**src/rtl/baud_reg_pkg.sv**
```systemverilog
package baud_reg_pkg;
    localparam int REG_W    = 16;
    localparam int BYTE_W   = 8;
    localparam int SBR_W    = 13;
    localparam int UPPER_W  = SBR_W - BYTE_W;
    localparam int RSVD_W   = REG_W - SBR_W;

    typedef enum logic [1:0] {
        LANES_NONE = 2'b00,
        LANES_LOW  = 2'b01,
        LANES_HIGH = 2'b10,
        LANES_BOTH = 2'b11
    } lane_sel_e;

    typedef struct packed {
        logic               armed;
        logic [BYTE_W-1:0]  data;
    } hold_t;

    function automatic logic [REG_W-1:0] read_view(input logic [SBR_W-1:0] div);
        return {{RSVD_W{1'b0}}, div};
    endfunction
endpackage

```
**src/rtl/divisor_stage.sv**
```systemverilog
module divisor_stage
    import baud_reg_pkg::*;
#(
    parameter logic [SBR_W-1:0] RESET_DIV = 13'd4
) (
    input  logic              clk,
    input  logic              rst,
    input  logic              wr_en,
    input  lane_sel_e         lanes,
    input  logic [REG_W-1:0]  wr_data,
    output logic [SBR_W-1:0]  div_q
);
    hold_t hold_q;

    always_ff @(posedge clk) begin
        if (rst) begin
            div_q  <= RESET_DIV;
            hold_q <= '0;
        end else if (wr_en) begin
            unique case (lanes)
                LANES_BOTH: begin
                    div_q        <= wr_data[SBR_W-1:0];
                    hold_q.armed <= 1'b0;
                end
                LANES_HIGH: begin
                    hold_q.data  <= wr_data[REG_W-1:BYTE_W];
                    hold_q.armed <= 1'b1;
                end
                LANES_LOW: begin
                    div_q[BYTE_W-1:0]     <= wr_data[BYTE_W-1:0];
                    div_q[SBR_W-1:BYTE_W] <= hold_q.armed ? hold_q.data[UPPER_W-1:0]
                                                          : '0;
                    hold_q.armed          <= 1'b0;
                end
                default: ;
            endcase
        end
    end

    assert_upper_hidden_R3: assert property (@(posedge clk) disable iff (rst)
        (wr_en && lanes == LANES_HIGH) |=> $stable(div_q));

    assert_lower_commit_R4: assert property (@(posedge clk) disable iff (rst)
        (wr_en && lanes == LANES_LOW && hold_q.armed) |=>
            (div_q[SBR_W-1:BYTE_W] == $past(hold_q.data[UPPER_W-1:0])));

    assert_lower_unarmed_R5: assert property (@(posedge clk) disable iff (rst)
        (wr_en && lanes == LANES_LOW && !hold_q.armed) |=> (div_q[SBR_W-1:BYTE_W] == '0));

    assert_full_word_R6: assert property (@(posedge clk) disable iff (rst)
        (wr_en && lanes == LANES_BOTH) |=> (div_q == $past(wr_data[SBR_W-1:0])) && !hold_q.armed);

    assert_idle_bus_R10: assert property (@(posedge clk) disable iff (rst)
        (!wr_en || lanes == LANES_NONE) |=> $stable(div_q));
endmodule

```
**src/rtl/baud_tick_gen.sv**
```systemverilog
module baud_tick_gen
    import baud_reg_pkg::*;
#(
    parameter logic [SBR_W-1:0] RESET_DIV = 13'd4
) (
    input  logic              clk,
    input  logic              rst,
    input  logic [SBR_W-1:0]  div,
    output logic              tick
);
    localparam logic [SBR_W-1:0] CNT_INIT = (RESET_DIV == '0) ? '0 : RESET_DIV - 1'b1;

    logic [SBR_W-1:0] cnt_q;
    logic             expired;

    assign expired = (cnt_q == '0);
    assign tick    = expired && (div != '0);

    always_ff @(posedge clk) begin
        if (rst)               cnt_q <= CNT_INIT;
        else if (div == '0)    cnt_q <= '0;
        else if (expired)      cnt_q <= div - 1'b1;
        else                   cnt_q <= cnt_q - 1'b1;
    end

    assert_single_pulse_R8: assert property (@(posedge clk) disable iff (rst)
        (tick && div > 13'd1) |=> !tick);

    assert_zero_parks_R9: assert property (@(posedge clk) disable iff (rst)
        (div == '0) |=> (cnt_q == '0));
endmodule

```
**src/rtl/baud_divisor_reg.sv**
```systemverilog
module baud_divisor_reg
    import baud_reg_pkg::*;
#(
    parameter logic [SBR_W-1:0] RESET_DIV = 13'd4
) (
    input  logic               clk,
    input  logic               rst,
    input  logic               wr_en,
    input  logic [1:0]         wr_strb,
    input  logic [REG_W-1:0]   wr_data,
    output logic [REG_W-1:0]   rd_data,
    output logic               baud_tick
);
    logic [SBR_W-1:0] div_q;
    lane_sel_e        lanes;

    assign lanes   = lane_sel_e'(wr_strb);
    assign rd_data = read_view(div_q);

    divisor_stage #(.RESET_DIV(RESET_DIV)) u_stage (
        .clk     (clk),
        .rst     (rst),
        .wr_en   (wr_en),
        .lanes   (lanes),
        .wr_data (wr_data),
        .div_q   (div_q)
    );

    baud_tick_gen #(.RESET_DIV(RESET_DIV)) u_tick (
        .clk  (clk),
        .rst  (rst),
        .div  (div_q),
        .tick (baud_tick)
    );

    assert_rsvd_zero_R2: assert property (@(posedge clk) disable iff (rst)
        wr_en |=> (rd_data[REG_W-1:SBR_W] == '0));
endmodule

```
**config.mk**
```make
export PLATFORM = sky130hd
export DESIGN_NAME = baud_divisor_reg
export DESIGN_NICKNAME = d
export VERILOG_FILES = /design/src/rtl/baud_reg_pkg.sv /design/src/rtl/divisor_stage.sv /design/src/rtl/baud_tick_gen.sv /design/src/rtl/baud_divisor_reg.sv
export SDC_FILE = /design/constraint.sdc
export NUM_CORES = 1
export LEC_CHECK = 0
export BUFFER_PORTS_ARGS = -buffer_cell sky130_fd_sc_hd__buf_4
export CORE_ASPECT_RATIO = 0.8
export CORE_MARGIN = 2
export CORE_UTILIZATION = 25
export CTS_CLUSTER_DIAMETER = 80
export CTS_CLUSTER_SIZE = 20
export DETAILED_ROUTE_END_ITERATION = 7
export SLEW_MARGIN = 40
export SYNTH_ARGS = -nofsm -noshare
export SYNTH_HDL_FRONTEND = slang
export SYNTH_SLANG_ARGS = --single-unit
```
**constraint.sdc**
```tcl
create_clock -name clk -period 3 [get_ports clk]
set_input_delay 0.3 -clock clk [delete_from_list [all_inputs] [get_ports clk]]
set_output_delay 0.3 -clock clk [all_outputs]
set_load 0.02 [all_outputs]
```
==> qor.yml <==
global_route:
  grt_start_max_net_pins: 21
  grt.overflow.total: 0
  antenna_found_initial: 0
  grt_pass1_wl_mm: 7.32
  grt_pass1_vias: 1461
  gr-usage-all-layers: 0.117
power:
  internal_power_mw: 0.744
  p_leak_nw: 0.815
  power_density_nw_per_um2: 526
  switchingPower_mw: 0.348
  p_clk_frac: 0.321
  swShare: 0.319
  irDropWorstVdd_mv: 0.263
  p_comb_frac: 0.225
  power_frac_seq: 0.453
job:
  cap_violations: 0
timing:
  worst_pin_slew_ns: 0.561
  finClkSkew_ns: 0.00434
  rsz0062_at_grt: "false"
  setup_violations: 0
  final.setup.tns_ns: 0
  relSlewSlack: 0.623
  hold_viol: 0
  whs_ns: 0.228
  min_period_over_period: 0.920
  max_freq_mhz: 362
  slew_viol_final: 0
  finalCriticalPeriod_ns: 2.76
placed_design:
  hpwl_mm: 3.14
  portBuffers: 31
  routabilityCongestion: 0.806
  dp_cells: 307
  placed_cell_area_sq_um: 1980
synth:
  yosysSeqAreaShare: 0.373
  ys_seq_elements: 32
  synth_flop_cell: "dfxtp_1"
  synth_area_sq_um: 1720
  async_reset_ff_frac: 0
  synth_cells: 202
  synth_area_per_cell_sq_um: 8.50
  ys_types: 46
  synth_edf_count: 0
  yosys_warnings: 0
clocking:
  cts_hold_buf: 0
  htree_levels: 2
  numCtsBuffers: 5
  clock_latency_ns: 0.28
  post_cts_resized: 0
  path_clk_slew_ns: 0.07
  cts_max_path_buffers: 2
  clock-root-buffer: "clkbuf_8"
  tritoncts: "done"
  cts_setup_buffers: 0
  cts_sinks: 32
layout:
  final_area_sq_um: 2080
  stdcell_count: 315
  nNetsFinal: 252
  syn_to_final_growth_pct: 20.9
  diodes: 0
  most-common-layout-cells: "dfxtp_1 (32), buf_4 (31), a21oi_1 (29)"
  drive_gt1_frac: 0.242
  layout_commonest_cell: "dfxtp_1"
  fill_cells: 708
route:
  drcViolationCount: 0
  firstDrtPassIters: 6
  vias_per_cell: 4.91
  vias: 1548
  drtAntennaViolNets: 0
  wirelength_mm: 4.35
  drt_iter0_markers: 72
  wl_per_cell_um: 13.8
die:
  design.die.area_sq_um: 7560
  die_y_um: 78.1
  fp.dieW_um: 96.7
  start_util: 0.264
  core.rowCount: 26
  num_io_pins: 38
  coreArea_sq_um: 6510
worst_setup_path:
  cp.required_ns: 3.15
  crit_path_end_kind: "register"
  r2r_end: "u_tick.cnt_q[12]"
  worstSetupStartpoint: "u_tick.cnt_q[6]"
  regToRegSetupSlack_ns: 0.24
  criticalPathCategory: "register to register"
  rr_worst_depth: 8
  r2r_start: "u_tick.cnt_q[6]"
  cp_max_fo: 14
  start_kind: "register"
  endpoint: "u_tick.cnt_q[12]"
  arrival_ns: 2.91
run_status:
  status: "finished, final reports clean"
worst_hold_path:
  hold_path_class: "primary input to register"
==> flip-flops by register name, indices dropped and copies added, names as in the netlist <==
register	count
u_stage.div_q	13
u_stage.hold_q	6
u_tick.cnt_q	13
==> cell usage after synthesis, types with 2 or more instances <==
library cell / count / share of area
a211oi_1: 2 / 0.0087
a21o_1: 2 / 0.0087
a21oi_1: 29 / 0.084
a311oi_1: 2 / 0.010
and2_1: 2 / 0.0073
buf_4: 3 / 0.013
buf_6: 3 / 0.020
clkbuf_1: 4 / 0.0087
dfxtp_1: 32 / 0.37
mux2i_1: 5 / 0.029
nand2_1: 21 / 0.046
nand3_1: 4 / 0.012
nor2_1: 26 / 0.057
nor3_1: 13 / 0.038
nor3_2: 4 / 0.023
nor4_4: 4 / 0.050
o211ai_4: 2 / 0.025
o21a_1: 2 / 0.0087
o21ai_0: 7 / 0.020
o31ai_1: 3 / 0.013
or2_2: 2 / 0.0073
or3_1: 3 / 0.011
xnor2_1: 3 / 0.015
xor2_1: 2 / 0.010
==> power by group through the flow <==
| stage | Combinational, mW | Sequential, mW | Clock, mW |
|---|---|---|---|
| 2_1_floorplan | 0.186 | 0.500 | 0 |
| 3_3_place_gp | 0.240 | 0.504 | 0 |
| 3_5_place_dp | 0.244 | 0.504 | 0 |
| 4_1_cts | 0.246 | 0.494 | 0.365 |
| 5_1_grt | 0.268 | 0.500 | 0.386 |
| 6_report | 0.246 | 0.495 | 0.351 |
==> layer usage <==
metal,up-vias,wire [um],global-route usage
li1,781,-,-
met1,720,2210,0.166
met2,43,1900,0.182
met3,4,225,0.0267
met4,0,17,0.0254
met5,-,0,0
==> area by class of cell <==
class                           count  area (sq um)  share of cell area
Clock inverter                      1          7.51             0.00361
Clock buffer                        7          86.3              0.0416
Multi-Input combinational cell    158           997               0.480
Tap cell                           84           105              0.0506
Inverter                            2          7.51             0.00361
Timing Repair Buffer               31           233               0.112
Sequential cell                    32           641               0.308
==> worst max-delay path, stage by stage (launching register included) <==
cell and delay, ns:
dfxtp_1 0.49, nor4_4 0.11, and4_4 0.25, a21oi_1 0.21, ha_1 0.21, or3b_2 0.53
a311oi_1 0.53, and3_1 0.26, nor3_2 0.04
==> worst min-delay path by stage <==
stage,from,to,slack (ns),cells after the start
after floorplan,rst,u_stage.div_q[2],0.42,2
after global routing,wr_data[2],u_stage.div_q[2],0.22,3
after detailed placement,u_stage.hold_q[3],u_stage.hold_q[3],0.49,2
after global placement,u_stage.hold_q[0],u_stage.hold_q[0],0.48,2
final,wr_data[2],u_stage.div_q[2],0.23,3
after CTS,wr_data[2],u_stage.div_q[2],0.22,3
==> through the flow <==
step	setup slack, ns	total power [mW]	utilization
2_1_floorplan	0.542	0.686	-
3_3_place_gp	0.363	0.744	0.305
3_5_place_dp	0.281	0.748	0.305
4_1_cts	0.257	1.10	0.319
5_1_grt	0.0975	1.15	0.319
6_report	0.241	1.09	0.319
==> cells by family after synthesis <==
| kind of cell | count (synthesis) | synth area share |
|---|---|---|
| AO/OA/AOI/OAI | 54 | 0.202 |
| XOR/XNOR | 5 | 0.0255 |
| adder cells (fa/ha/maj) | 1 | 0.00728 |
| buffers and inverters | 14 | 0.0510 |
| flip-flops | 32 | 0.373 |
| multiplexers | 5 | 0.0291 |
| other | 1 | 0.00218 |
| AND/OR/NAND/NOR | 90 | 0.310 |
(Power assumes the default switching activity.)
